$ cat src/rtl/rptr_pkg.sv
`timescale 1ns/1ps
package rptr_pkg;
  typedef enum logic [1:0] {ST_IDLE, ST_DATA, ST_JAM, ST_WAIT} rpt_state_e;
  typedef enum logic [1:0] {TXM_OFF, TXM_FWD, TXM_JAM} tx_mode_e;
endpackage

$ cat src/rtl/rptr_ctrl.sv
`timescale 1ns/1ps
module rptr_ctrl import rptr_pkg::*; #(
  parameter int              NIB_W   = 4,
  parameter int              MIN_NIB = 24,
  parameter int              GAP_NIB = 24,
  parameter logic [NIB_W-1:0] JAM_NIB = 4'h5
) (
  input  logic               clk,
  input  logic               rst_n,
  input  logic [1:0]         rx_dv_i,
  input  logic [1:0]         rx_er_i,
  input  logic [2*NIB_W-1:0] rx_d_i,
  input  logic [1:0]         crs_i,
  input  logic [1:0]         col_i,
  output tx_mode_e [1:0]     mode_o,
  output logic [NIB_W-1:0]   fwd_d_o,
  output logic               fwd_er_o,
  output logic               col_enter_o,
  output logic               col_exit_o,
  output logic               pkt_done_o
);
  localparam int CNT_W = $clog2(MIN_NIB + 1);
  localparam int GAP_W = $clog2(GAP_NIB + 1);
  localparam logic [CNT_W-1:0] CNT_MIN = CNT_W'(MIN_NIB);
  localparam logic [CNT_W-1:0] CNT_ONE = CNT_W'(1);
  localparam logic [GAP_W-1:0] GAP_LD  = GAP_W'(GAP_NIB);
  localparam logic [GAP_W-1:0] GAP_ONE = GAP_W'(1);

  rpt_state_e       state_q, state_d;
  logic             src_q, src_d;
  logic [CNT_W-1:0] cnt_q, cnt_d, cnt_inc;
  logic [GAP_W-1:0] gap_q, gap_d;
  logic             err_q, err_d;
  logic             colf_q, colf_d;
  logic [1:0]       jmask_q, jmask_d;
  logic             col_any, src_now, dst, stay;
  logic [NIB_W-1:0] fwd_nib;

  assign col_any = (|col_i) | (&crs_i);
  assign src_now = (state_q == ST_IDLE) ? crs_i[1] : src_q;
  assign dst     = ~src_now;
  assign cnt_inc = (cnt_q == CNT_MIN) ? cnt_q : cnt_q + CNT_ONE;
  assign fwd_nib = !rx_dv_i[src_now] ? JAM_NIB :
                   (src_now ? rx_d_i[2*NIB_W-1:NIB_W] : rx_d_i[NIB_W-1:0]);
  assign stay    = col_any | (colf_q & (|crs_i)) | (cnt_q < CNT_MIN);

  always_comb begin
    state_d = state_q;  src_d = src_q;  cnt_d = cnt_q;  gap_d = gap_q;
    err_d = err_q;  colf_d = colf_q;  jmask_d = jmask_q;
    for (int p = 0; p < 2; p++) mode_o[p] = TXM_OFF;
    fwd_d_o = '0;  fwd_er_o = 1'b0;
    col_enter_o = 1'b0;  col_exit_o = 1'b0;  pkt_done_o = 1'b0;
    case (state_q)
      ST_IDLE: begin
        cnt_d = '0;  err_d = 1'b0;  colf_d = 1'b0;  jmask_d = '0;
        if (col_any) begin
          state_d = ST_JAM;  colf_d = 1'b1;  jmask_d = 2'b11;
          cnt_d = CNT_ONE;   col_enter_o = 1'b1;
          for (int p = 0; p < 2; p++) mode_o[p] = TXM_JAM;
        end else if (|crs_i) begin
          state_d = ST_DATA;  src_d = src_now;  cnt_d = CNT_ONE;
          mode_o[dst] = TXM_FWD;
          fwd_d_o  = fwd_nib;
          fwd_er_o = rx_er_i[src_now];
          err_d    = rx_er_i[src_now];
        end
      end
      ST_DATA: begin
        if (col_any) begin
          state_d = ST_JAM;  colf_d = 1'b1;  jmask_d = 2'b11;
          cnt_d = cnt_inc;   col_enter_o = 1'b1;
          for (int p = 0; p < 2; p++) mode_o[p] = TXM_JAM;
        end else if (crs_i[src_q]) begin
          mode_o[dst] = TXM_FWD;
          fwd_d_o  = fwd_nib;
          fwd_er_o = err_q | rx_er_i[src_q];
          err_d    = err_q | rx_er_i[src_q];
          cnt_d    = cnt_inc;
        end else if (cnt_q < CNT_MIN) begin
          state_d = ST_JAM;
          jmask_d = src_q ? 2'b01 : 2'b10;
          mode_o[dst] = TXM_JAM;
          cnt_d = cnt_inc;
        end else begin
          state_d = ST_WAIT;  gap_d = GAP_LD;  pkt_done_o = 1'b1;
        end
      end
      ST_JAM: begin
        if (stay) begin
          if (col_any && !colf_q) begin
            colf_d = 1'b1;  jmask_d = 2'b11;  col_enter_o = 1'b1;
          end
          cnt_d = cnt_inc;
          for (int p = 0; p < 2; p++) if (jmask_d[p]) mode_o[p] = TXM_JAM;
        end else begin
          state_d = ST_WAIT;  gap_d = GAP_LD;
          pkt_done_o = 1'b1;  col_exit_o = colf_q;
        end
      end
      ST_WAIT: begin
        gap_d = gap_q - GAP_ONE;
        if (gap_q == GAP_ONE) state_d = ST_IDLE;
      end
      default: state_d = ST_IDLE;
    endcase
  end

  always_ff @(posedge clk or negedge rst_n) begin
    if (!rst_n) begin
      state_q <= ST_IDLE;  src_q <= 1'b0;  cnt_q <= '0;  gap_q <= '0;
      err_q <= 1'b0;  colf_q <= 1'b0;  jmask_q <= '0;
    end else begin
      state_q <= state_d;  src_q <= src_d;  cnt_q <= cnt_d;  gap_q <= gap_d;
      err_q <= err_d;  colf_q <= colf_d;  jmask_q <= jmask_d;
    end
  end

  // nothing is offered for transmission while the quiet gap runs
  a_r10_gap_silent: assert property (@(posedge clk) disable iff (!rst_n)
    (state_q == ST_WAIT) |-> (mode_o[0] == TXM_OFF && mode_o[1] == TXM_OFF));
endmodule

$ cat src/rtl/rptr_slice.sv
`timescale 1ns/1ps
module rptr_slice import rptr_pkg::*; #(
  parameter int               NIB_W   = 4,
  parameter logic [NIB_W-1:0] JAM_NIB = 4'h5
) (
  input  logic             clk,
  input  logic             rst_n,
  input  tx_mode_e         mode_i,
  input  logic [NIB_W-1:0] fwd_d_i,
  input  logic             fwd_er_i,
  output logic             tx_en_o,
  output logic             tx_er_o,
  output logic [NIB_W-1:0] tx_d_o
);
  logic             en_d, er_d;
  logic [NIB_W-1:0] d_d;

  always_comb begin
    en_d = 1'b0;  er_d = 1'b0;  d_d = '0;
    case (mode_i)
      TXM_FWD: begin en_d = 1'b1; er_d = fwd_er_i; d_d = fwd_d_i; end
      TXM_JAM: begin en_d = 1'b1; d_d = JAM_NIB; end
      default: ;
    endcase
  end

  always_ff @(posedge clk or negedge rst_n) begin
    if (!rst_n) begin
      tx_en_o <= 1'b0;  tx_er_o <= 1'b0;  tx_d_o <= '0;
    end else begin
      tx_en_o <= en_d;  tx_er_o <= er_d;  tx_d_o <= d_d;
    end
  end

  // an error flag is only ever sent alongside an enabled nibble
  a_r8_er_with_en: assert property (@(posedge clk) disable iff (!rst_n)
    tx_er_o |-> tx_en_o);
endmodule

$ cat src/rtl/rptr_events.sv
`timescale 1ns/1ps
module rptr_events (
  input  logic clk,
  input  logic rst_n,
  input  logic col_enter_i,
  input  logic col_exit_i,
  input  logic pkt_done_i,
  output logic col_start_o,
  output logic col_end_o,
  output logic pkt_end_o
);
  always_ff @(posedge clk or negedge rst_n) begin
    if (!rst_n) begin
      col_start_o <= 1'b0;  col_end_o <= 1'b0;  pkt_end_o <= 1'b0;
    end else begin
      col_start_o <= col_enter_i;
      col_end_o   <= col_exit_i;
      pkt_end_o   <= pkt_done_i;
    end
  end

  // collision start is a single-cycle pulse
  a_r4_start_single: assert property (@(posedge clk) disable iff (!rst_n)
    col_start_o |=> !col_start_o);
  // collision end is always reported together with a burst end
  a_r11_end_with_pkt: assert property (@(posedge clk) disable iff (!rst_n)
    col_end_o |-> pkt_end_o);
endmodule

$ cat src/rtl/duo_repeater.sv
`timescale 1ns/1ps
module duo_repeater import rptr_pkg::*; #(
  parameter int               NIB_W   = 4,
  parameter int               MIN_NIB = 24,
  parameter int               GAP_NIB = 24,
  parameter logic [NIB_W-1:0] JAM_NIB = 4'h5
) (
  input  logic               clk,
  input  logic               rst_n,
  input  logic [1:0]         rx_dv,
  input  logic [1:0]         rx_er,
  input  logic [2*NIB_W-1:0] rx_d,
  input  logic [1:0]         crs,
  input  logic [1:0]         col,
  output logic [1:0]         tx_en,
  output logic [1:0]         tx_er,
  output logic [2*NIB_W-1:0] tx_d,
  output logic               ev_col_start,
  output logic               ev_col_end,
  output logic               ev_pkt_end
);
  localparam int NPORT = 2;
  localparam int CNT_W = $clog2(MIN_NIB + 1);

  logic [1:0]       rs_q;
  logic             rst_n_s;
  tx_mode_e [1:0]   mode;
  logic [NIB_W-1:0] fwd_d;
  logic             fwd_er, col_enter, col_exit, pkt_done;

  always_ff @(posedge clk or negedge rst_n) begin
    if (!rst_n) rs_q <= 2'b00;
    else        rs_q <= {rs_q[0], 1'b1};
  end
  assign rst_n_s = rs_q[1];

  rptr_ctrl #(.NIB_W(NIB_W), .MIN_NIB(MIN_NIB), .GAP_NIB(GAP_NIB), .JAM_NIB(JAM_NIB)) u_ctrl (
    .clk(clk), .rst_n(rst_n_s), .rx_dv_i(rx_dv), .rx_er_i(rx_er), .rx_d_i(rx_d),
    .crs_i(crs), .col_i(col), .mode_o(mode), .fwd_d_o(fwd_d), .fwd_er_o(fwd_er),
    .col_enter_o(col_enter), .col_exit_o(col_exit), .pkt_done_o(pkt_done));

  for (genvar p = 0; p < NPORT; p++) begin : g_slice
    rptr_slice #(.NIB_W(NIB_W), .JAM_NIB(JAM_NIB)) u_slice (
      .clk(clk), .rst_n(rst_n_s), .mode_i(mode[p]), .fwd_d_i(fwd_d), .fwd_er_i(fwd_er),
      .tx_en_o(tx_en[p]), .tx_er_o(tx_er[p]), .tx_d_o(tx_d[p*NIB_W +: NIB_W]));
  end

  rptr_events u_ev (
    .clk(clk), .rst_n(rst_n_s), .col_enter_i(col_enter), .col_exit_i(col_exit),
    .pkt_done_i(pkt_done), .col_start_o(ev_col_start), .col_end_o(ev_col_end),
    .pkt_end_o(ev_pkt_end));

  // checker support: length of the current transmit burst
  logic [CNT_W-1:0] run_q;
  always_ff @(posedge clk or negedge rst_n_s) begin
    if (!rst_n_s)    run_q <= '0;
    else if (|tx_en) run_q <= (run_q == CNT_W'(MIN_NIB)) ? run_q : run_q + CNT_W'(1);
    else             run_q <= '0;
  end

  // no burst leaves the core shorter than the minimum
  a_r6_min_burst: assert property (@(posedge clk) disable iff (!rst_n_s)
    $fell(|tx_en) |-> (run_q == CNT_W'(MIN_NIB)));
  // both slices transmitting at once only ever carry the jam nibble
  a_r4_dual_is_jam: assert property (@(posedge clk) disable iff (!rst_n_s)
    (&tx_en) |-> (tx_d == {JAM_NIB, JAM_NIB} && tx_er == 2'b00));
  // burst end coincides with all slices silent
  a_r9_end_idle: assert property (@(posedge clk) disable iff (!rst_n_s)
    ev_pkt_end |-> (tx_en == 2'b00));
endmodule

$ cat config.mk
export PLATFORM = sky130hd
export DESIGN_NAME = duo_repeater
export DESIGN_NICKNAME = d
export VERILOG_FILES = /design/src/rtl/rptr_pkg.sv /design/src/rtl/rptr_ctrl.sv /design/src/rtl/rptr_slice.sv /design/src/rtl/rptr_events.sv /design/src/rtl/duo_repeater.sv
export SDC_FILE = /design/constraint.sdc
export NUM_CORES = 1
export LEC_CHECK = 0
export BUFFER_PORTS_ARGS = -buffer_cell sky130_fd_sc_hd__buf_2
export CAP_MARGIN = 40
export CORE_AREA = 2 2 84 54
export DETAILED_ROUTE_END_ITERATION = 16
export DIE_AREA = 0 0 86 56
export PLACE_DENSITY = 0.86
export SYNTH_ARGS = -nofsm -noshare
export SYNTH_HDL_FRONTEND = slang
export SYNTH_SLANG_ARGS = --single-unit
export TNS_END_PERCENT = 20
$ cat constraint.sdc
create_clock -name clk -period 2.5 [get_ports clk]
set_input_delay 0.125 -clock clk [delete_from_list [all_inputs] [get_ports clk]]
set_output_delay 0.125 -clock clk [all_outputs]
set_load 0.01 [all_outputs]
==> run summary, run 1 <==
status -> complete, no violations
Post-Syn Area per Cell -> 9.343 um^2
worst setup path start -> u_ctrl.state_q[1]
Vias -> 1858
Post-CTS Setup Repair Bufs -> 0
die area -> 0.004816 mm^2
initial core utilization -> 54.14%
fmax -> 0.4293 GHz
worst vdd ir -> 0.5462 mV
CTS tree -> done
GRT Total Usage -> 22.34%
Sequential Power Share -> 31.2%
Worst-Margin Slew -> 0.5683 ns
GP Congestion -> 0.8945
crit-path most repeated cell -> inv_1
most common cell after layout, fill and taps aside -> dfrtp_1
number of nets in the layout -> 292
Clock Skews -> 0.005035 ns
pin count of the biggest net entering global routing -> 33
Root Driver -> clkbuf_8
worst r2r src -> u_ctrl.state_q[1]
Clock Latency Late Sink -> 0.29 ns
power per cell area -> 1099 mW/mm^2
antenna violations before repair -> 0
Ys Warns -> 0
n_diodes -> 0
Crit-path slowest cell -> mux2_2
Net Sw Power -> 1.143 mW
Num Clock Sinks -> 34
#FFs+latches synth -> 34
crit start category -> register
number of I/O pins -> 33
critical path class -> register to register
Cells after Synth -> 231
sw frac -> 42.45%
area of the multi-input gates -> 0.001174 mm^2
Syn-to-layout area delta -> 13.51%
slowest stage delay, CP -> 0.45 ns
Core Util, Final -> 61.46%
Main synth FF type -> dfrtp_1
most frequent cells in the layout -> 34 x dfrtp_1, 32 x buf_2, 19 x nand2_1
WL final -> 4942 um
HP Class -> input pin to asynchronous set/reset pin
unrepaired setup endpoints after global routing -> false
Synth Net Count -> 262
Die Ht -> 56 um
Final Power -> 2.693 mW
drt initial violations -> 148
Residual DRC -> 0
Final HPWL DP -> 3716 um
final setup violation count -> 0
Cell Chain, Critical Path -> inv_1 > ha_2 > mux2_2 > or3_1 > ha_1 > inv_1 > and3_1
Slew headroom -> 61.13%
Fillers -> 335
ANT nets after route -> 0
cell family with most CP delay -> adder cells
crit-path max FO -> 8
CP Data Arrival Time -> 2.51 ns
vias per cell -> 5.955
Int Pwr -> 1.550 mW
final setup TNS -> 0 ns
Clock transition at path regs -> 0.07 ns
port bufs -> 32
Core Rows -> 18
final hold violations -> 0
part of the cycle the worst path needs -> 93.17%
Clock Tree Buf Depth -> 2
vias in the first global route -> 1807
max cap viols -> 0
combinational group share of total power -> 52.9%
Async SR Flop Fraction -> 100.0%
sequential area share after synthesis -> 39.42%
Syn Std Cell Area -> 0.002158 mm^2
H-tree levels -> 2
gr ovfl total -> 0
Buf/Inv on CP -> 2
share of cells above drive strength 1 -> 20.23%
die width -> 86 um
leakage -> 1.211 nW
clock power share -> 15.9%
Sequential Area -> 850.8 um^2
Final min period -> 2.329 ns
CP Data Required Time -> 2.68 ns
CTS Buf Count -> 5
first-pass GRT wire length -> 8445 um
core outline area -> 0.003986 mm^2
drt wl/cell -> 15.84 um
DRT Pass-1 Iters -> 4
Slew Viols, Final -> 0
CP endpoint kind -> register
number of flops mapped to enable cells by yosys -> 0
Synth cell types -> 50
power by group through the flow:
stage / Clock, mW / Combinational (mW) / Sequential [mW]
2_1_floorplan: 0 / 1.08 / 0.823
3_3_place_gp: 0 / 1.32 / 0.834
3_5_place_dp: 0 / 1.38 / 0.847
4_1_cts: 0.432 / 1.39 / 0.836
5_1_grt: 0.454 / 1.59 / 0.863
6_report: 0.427 / 1.43 / 0.840
path summary, 6_finish.rpt:
path | to | slack (ns) | cells after the start
max | g_slice[1].u_slice.tx_d_o[1] | 0.17 | 7
min | rs_q[0] | 0.14 | 2
max reg2reg | g_slice[1].u_slice.tx_d_o[1] | 0.17 | 7
min reg2reg | u_ctrl.cnt_q[4] | 0.26 | 1
max in group asynchronous | u_ctrl.src_q | 1.95 | 1
min in group clk | u_ev.pkt_end_o | 0.25 | 3
routing by layer:
metal	GRT usage [%]	wire length [um]	vias up
li1	-	-	884
met1	31.80	2417	898
met2	31.23	2091	69
met3	8.309	388	7
met4	6.803	44	0
met5	0	0	-
Yosys cell counts, types with 3 or more instances:
cell type  number  area, um^2
a22o_1          3       26.28
dfrtp_1        34       850.8
buf_4           4       30.03
nor2b_1         6       37.54
nand2_1        19       71.32
a21o_1          5       37.54
o211ai_1        5       37.54
a211o_1         3       26.28
a21oi_1        13       65.06
and2_1          7       43.79
nand2b_1        3       18.77
inv_1          17       63.81
ha_1           13       162.7
a211oi_1        4       30.03
o21ai_0         3       15.01
or3_1           3       18.77
clkbuf_1        7       26.28
o21ai_1         6       30.03
nor2_1          8       30.03
and3_1          5       31.28
mux2i_1        12       120.1
nor3_1          7       35.03
nand3_1         9       45.04
buf_2           4       20.02
stage by stage:
stage | hold WS (ns) | instance area [um^2] | instances | setup slack (ns)
floorplan | -0.1706 | 2158 | 231 | 0.2448
global placement | -0.08793 | 2342 | 303 | 0.2412
detailed placement | -0.08679 | 2342 | 303 | 0.09946
CTS | 0.1352 | 2444 | 312 | 0.1034
global route | 0.1442 | 2450 | 312 | 0.02575
finish | 0.1429 | 2450 | 312 | 0.1707
timing repair:
action,in CTS,in global routing
hold buffers,1,0
setup endpoints to repair,0,3
gates resized for setup,0,2
hold endpoints to repair,2,0
sequential cells by signal, summed over array words and instances (netlist names), 2 cells and up:
name and count:
rs_q 2, u_ctrl.gap_q 5, g_slice.u_slice.tx_d_o 8, u_ctrl.jmask_q 2
u_ctrl.state_q 2, g_slice.u_slice.tx_en_o 2, u_ctrl.cnt_q 5, g_slice.u_slice.tx_er_o 2
kinds of logic (layout without fill, tap and decap cells):
kind of cell,count (synthesis),count (layout),share of synthesized area [%]
and+or+nand+nor,75,75,18.44
other,1,1,0.1737
muxes,16,16,8.000
DFF,34,34,39.42
buffers and inverters,32,63,6.493
xor gates and xnor gates,1,1,0.4059
adders and majority gates,13,13,7.536
AOI/OAI and AO/OA,59,59,19.54
layout make-up:
type / instances / area share [%]
clock inverter: 1 / 0.2043
tap: 50 / 2.554
clock buffer: 7 / 3.524
sequential: 34 / 34.73
timing repair buffer: 38 / 8.478
inverter: 17 / 2.605
multi-input combinational: 165 / 47.91
Power figures use the tool's default switching activity.
==> run 2: changes to the inputs <==
- CORE_AREA: 2 2 84 54 -> 2 2 87 56
- DIE_AREA: 0 0 86 56 -> 0 0 89 58
- PLACE_DENSITY: 0.86 -> 0.84
- clock period: 2.5 -> 2 ns (I/O delays scaled with it)
==> run 2 against run 1 <==
Compared with the run above: highest routed layer unchanged; global-route usage shrank 1.2 points; the flow now finishes with violations (setup timing); clock power grew 21%; non-clock buffer count grew 22; sequential cell count is the same; die area grew 7.2%; first-iteration DRC count grew 19%; worst hold slack lost 0.014 ns; critical endpoint is now u_ctrl.state_q[0]; core utilization grew 1.4 points.
==> run summary, run 2 (synthesis gave the netlist of run 1 again) <==
Clock Tree Buf Depth -> 2
Slew headroom -> 58.39%
Cell Chain, Critical Path -> inv_2 > ha_4 > or4b_4 > a32o_1 > a211o_1 > mux2_4
Net Sw Power -> 1.541 mW
H-tree levels -> 2
leakage -> 1.339 nW
initial core utilization -> 49.34%
vias per cell -> 5.562
Die Ht -> 58 um
core outline area -> 0.004374 mm^2
clock power share -> 13.5%
part of the cycle the worst path needs -> 103.3%
number of I/O pins -> 33
register-to-register setup slack -> -0.07 ns
final setup TNS -> -0.1292 ns
HP Class -> input pin to asynchronous set/reset pin
CP Data Required Time -> 2.16 ns
port bufs -> 32
Core Rows -> 19
Final Power -> 3.802 mW
Worst Setup Slack, final -> -0.06549 ns
Slew Viols, Final -> 0
drt wl/cell -> 15.30 um
worst r2r src -> u_ctrl.gap_q[1]
cell family with most CP delay -> compound AO/OA/AOI/OAI gates
die area -> 0.005162 mm^2
slowest stage delay, CP -> 0.46 ns
Clock Latency Late Sink -> 0.28 ns
DRT Pass-1 Iters -> 4
Clock Skews -> 0.006107 ns
combinational group share of total power -> 58.9%
share of cells above drive strength 1 -> 32.39%
Syn-to-layout area delta -> 27.36%
critical path class -> register to register
status -> finished, violations left
Sequential Power Share -> 27.6%
power per cell area -> 1383 mW/mm^2
die width -> 89 um
first-pass GRT wire length -> 8321 um
CP endpoint kind -> register
crit start category -> register
Clock transition at path regs -> 0.06 ns
crit-path max FO -> 2
pin count of the biggest net entering global routing -> 20
GRT Total Usage -> 21.16%
vias in the first global route -> 1808
CP Data Arrival Time -> 2.23 ns
gr ovfl total -> 0
worst vdd ir -> 0.7967 mV
CTS Buf Count -> 5
leading registers by flop count -> g_slice.u_slice.tx_d_o x8, u_ctrl.cnt_q x5, u_ctrl.gap_q x5
Residual DRC -> 0
most frequent cells in the layout -> 32 x dfrtp_1, 32 x buf_2, 26 x buf_4
R2R cell count -> 6
Buf/Inv on CP -> 1
GP Congestion -> 0.8975
WL final -> 5309 um
unrepaired setup endpoints after global routing -> true
drt initial violations -> 176
sw frac -> 40.54%
final setup violation count -> 2
RR Endpoint -> u_ctrl.state_q[0]
failing checks -> setup timing
max cap viols -> 0
final hold violations -> 0
Worst-Margin Slew -> 0.6241 ns
number of nets in the layout -> 314
Final HPWL DP -> 3926 um
Num Clock Sinks -> 34
Root Driver -> clkbuf_8
Biggest register -> g_slice.u_slice.tx_d_o
antenna violations before repair -> 0
ANT nets after route -> 0
fmax -> 0.4841 GHz
n_diodes -> 0
max reg flops -> 8
Int Pwr -> 2.261 mW
Vias -> 1930
CTS tree -> done
Crit-path slowest cell -> or4b_4
Final min period -> 2.065 ns
## run 2: changes by cell type in the layout (fill, tap and decap cells not counted), moves of 4 or more
cell	previous run	this run
buf_4	5	26
ha_1	12	7
ha_4	0	5
inv_1	17	13
## run 2: power by group through the flow
stage | logic (mW) | clock network, mW | registers [mW]
floorplan | 1.44 | 0 | 1.03
global placement | 1.95 | 0 | 1.02
detailed placement | 2.01 | 0 | 1.03
CTS | 2.03 | 0.524 | 1.02
global route | 2.45 | 0.553 | 1.07
finish | 2.24 | 0.515 | 1.05
## run 2: how the worst max path moves through the flow
stage	startpoint	endpoint	slack [ns]	cells past startpoint
after detailed placement	u_ctrl.state_q[0]	g_slice[0].u_slice.tx_d_o[2]	-0.05	9
after global placement	u_ctrl.state_q[0]	g_slice[0].u_slice.tx_d_o[0]	-0.03	9
after floorplan	u_ctrl.state_q[1]	g_slice[1].u_slice.tx_d_o[1]	-0.003	8
after global routing	u_ctrl.gap_q[1]	u_ctrl.state_q[0]	-0.09	6
after CTS	u_ctrl.state_q[1]	g_slice[1].u_slice.tx_d_o[3]	-0.02	8
final	u_ctrl.gap_q[1]	u_ctrl.state_q[0]	-0.07	6
## run 2: metrics by stage
| stage | hold slack, ns | cells | utilization (%) | instance area, um^2 | worst slack, ns |
|---|---|---|---|---|---|
| 2_1_floorplan | -0.1956 | 231 | - | 2213 | -0.002663 |
| 3_3_place_gp | -0.1112 | 333 | 57.92 | 2534 | -0.02670 |
| 3_5_place_dp | -0.1097 | 333 | 57.92 | 2534 | -0.05063 |
| 4_1_cts | 0.1229 | 342 | 60.44 | 2644 | -0.01539 |
| 5_1_grt | 0.1331 | 347 | 62.84 | 2749 | -0.08981 |
| 6_report | 0.1285 | 347 | 62.84 | 2749 | -0.06549 |
## run 2: worst reg2reg max path: stages, from the launching register on
cell and delay, ns:
dfrtp_1 0.41, inv_2 0.08, ha_4 0.11, or4b_4 0.46, a32o_1 0.25, a211o_1 0.33, mux2_4 0.31
## run 2: routing by layer
metal	track usage [%]	wire length [um]	vias up	part of all wire (%)
met5	0	0	-	0
met2	29.74	2362	62	44
li1	-	-	938	-
met4	6.183	29	0	0.55
met3	6.838	329	5	6.2
met1	31.27	2587	925	49
## run 2: timing repair
item                                   in CTS  in global routing
hold buffers                                1                  0
cloned                                      0                  0
gates resized for setup                     3                 15
pin swaps                                   1                  4
setup endpoints to repair                   8                 16
setup buffers                               0                  5
endpoints found under the hold margin       2                  0
## run 2: final cells by class
type                            count  area [um^2]
Inverter                           17        68.82
Sequential cell                    34        853.3
Timing Repair Buffer               60        385.4
Tap cell                           63        78.83
Clock buffer                        7        86.33
Clock inverter                      1        5.005
Fill cell                         372         1625
Multi-Input combinational cell    165         1271
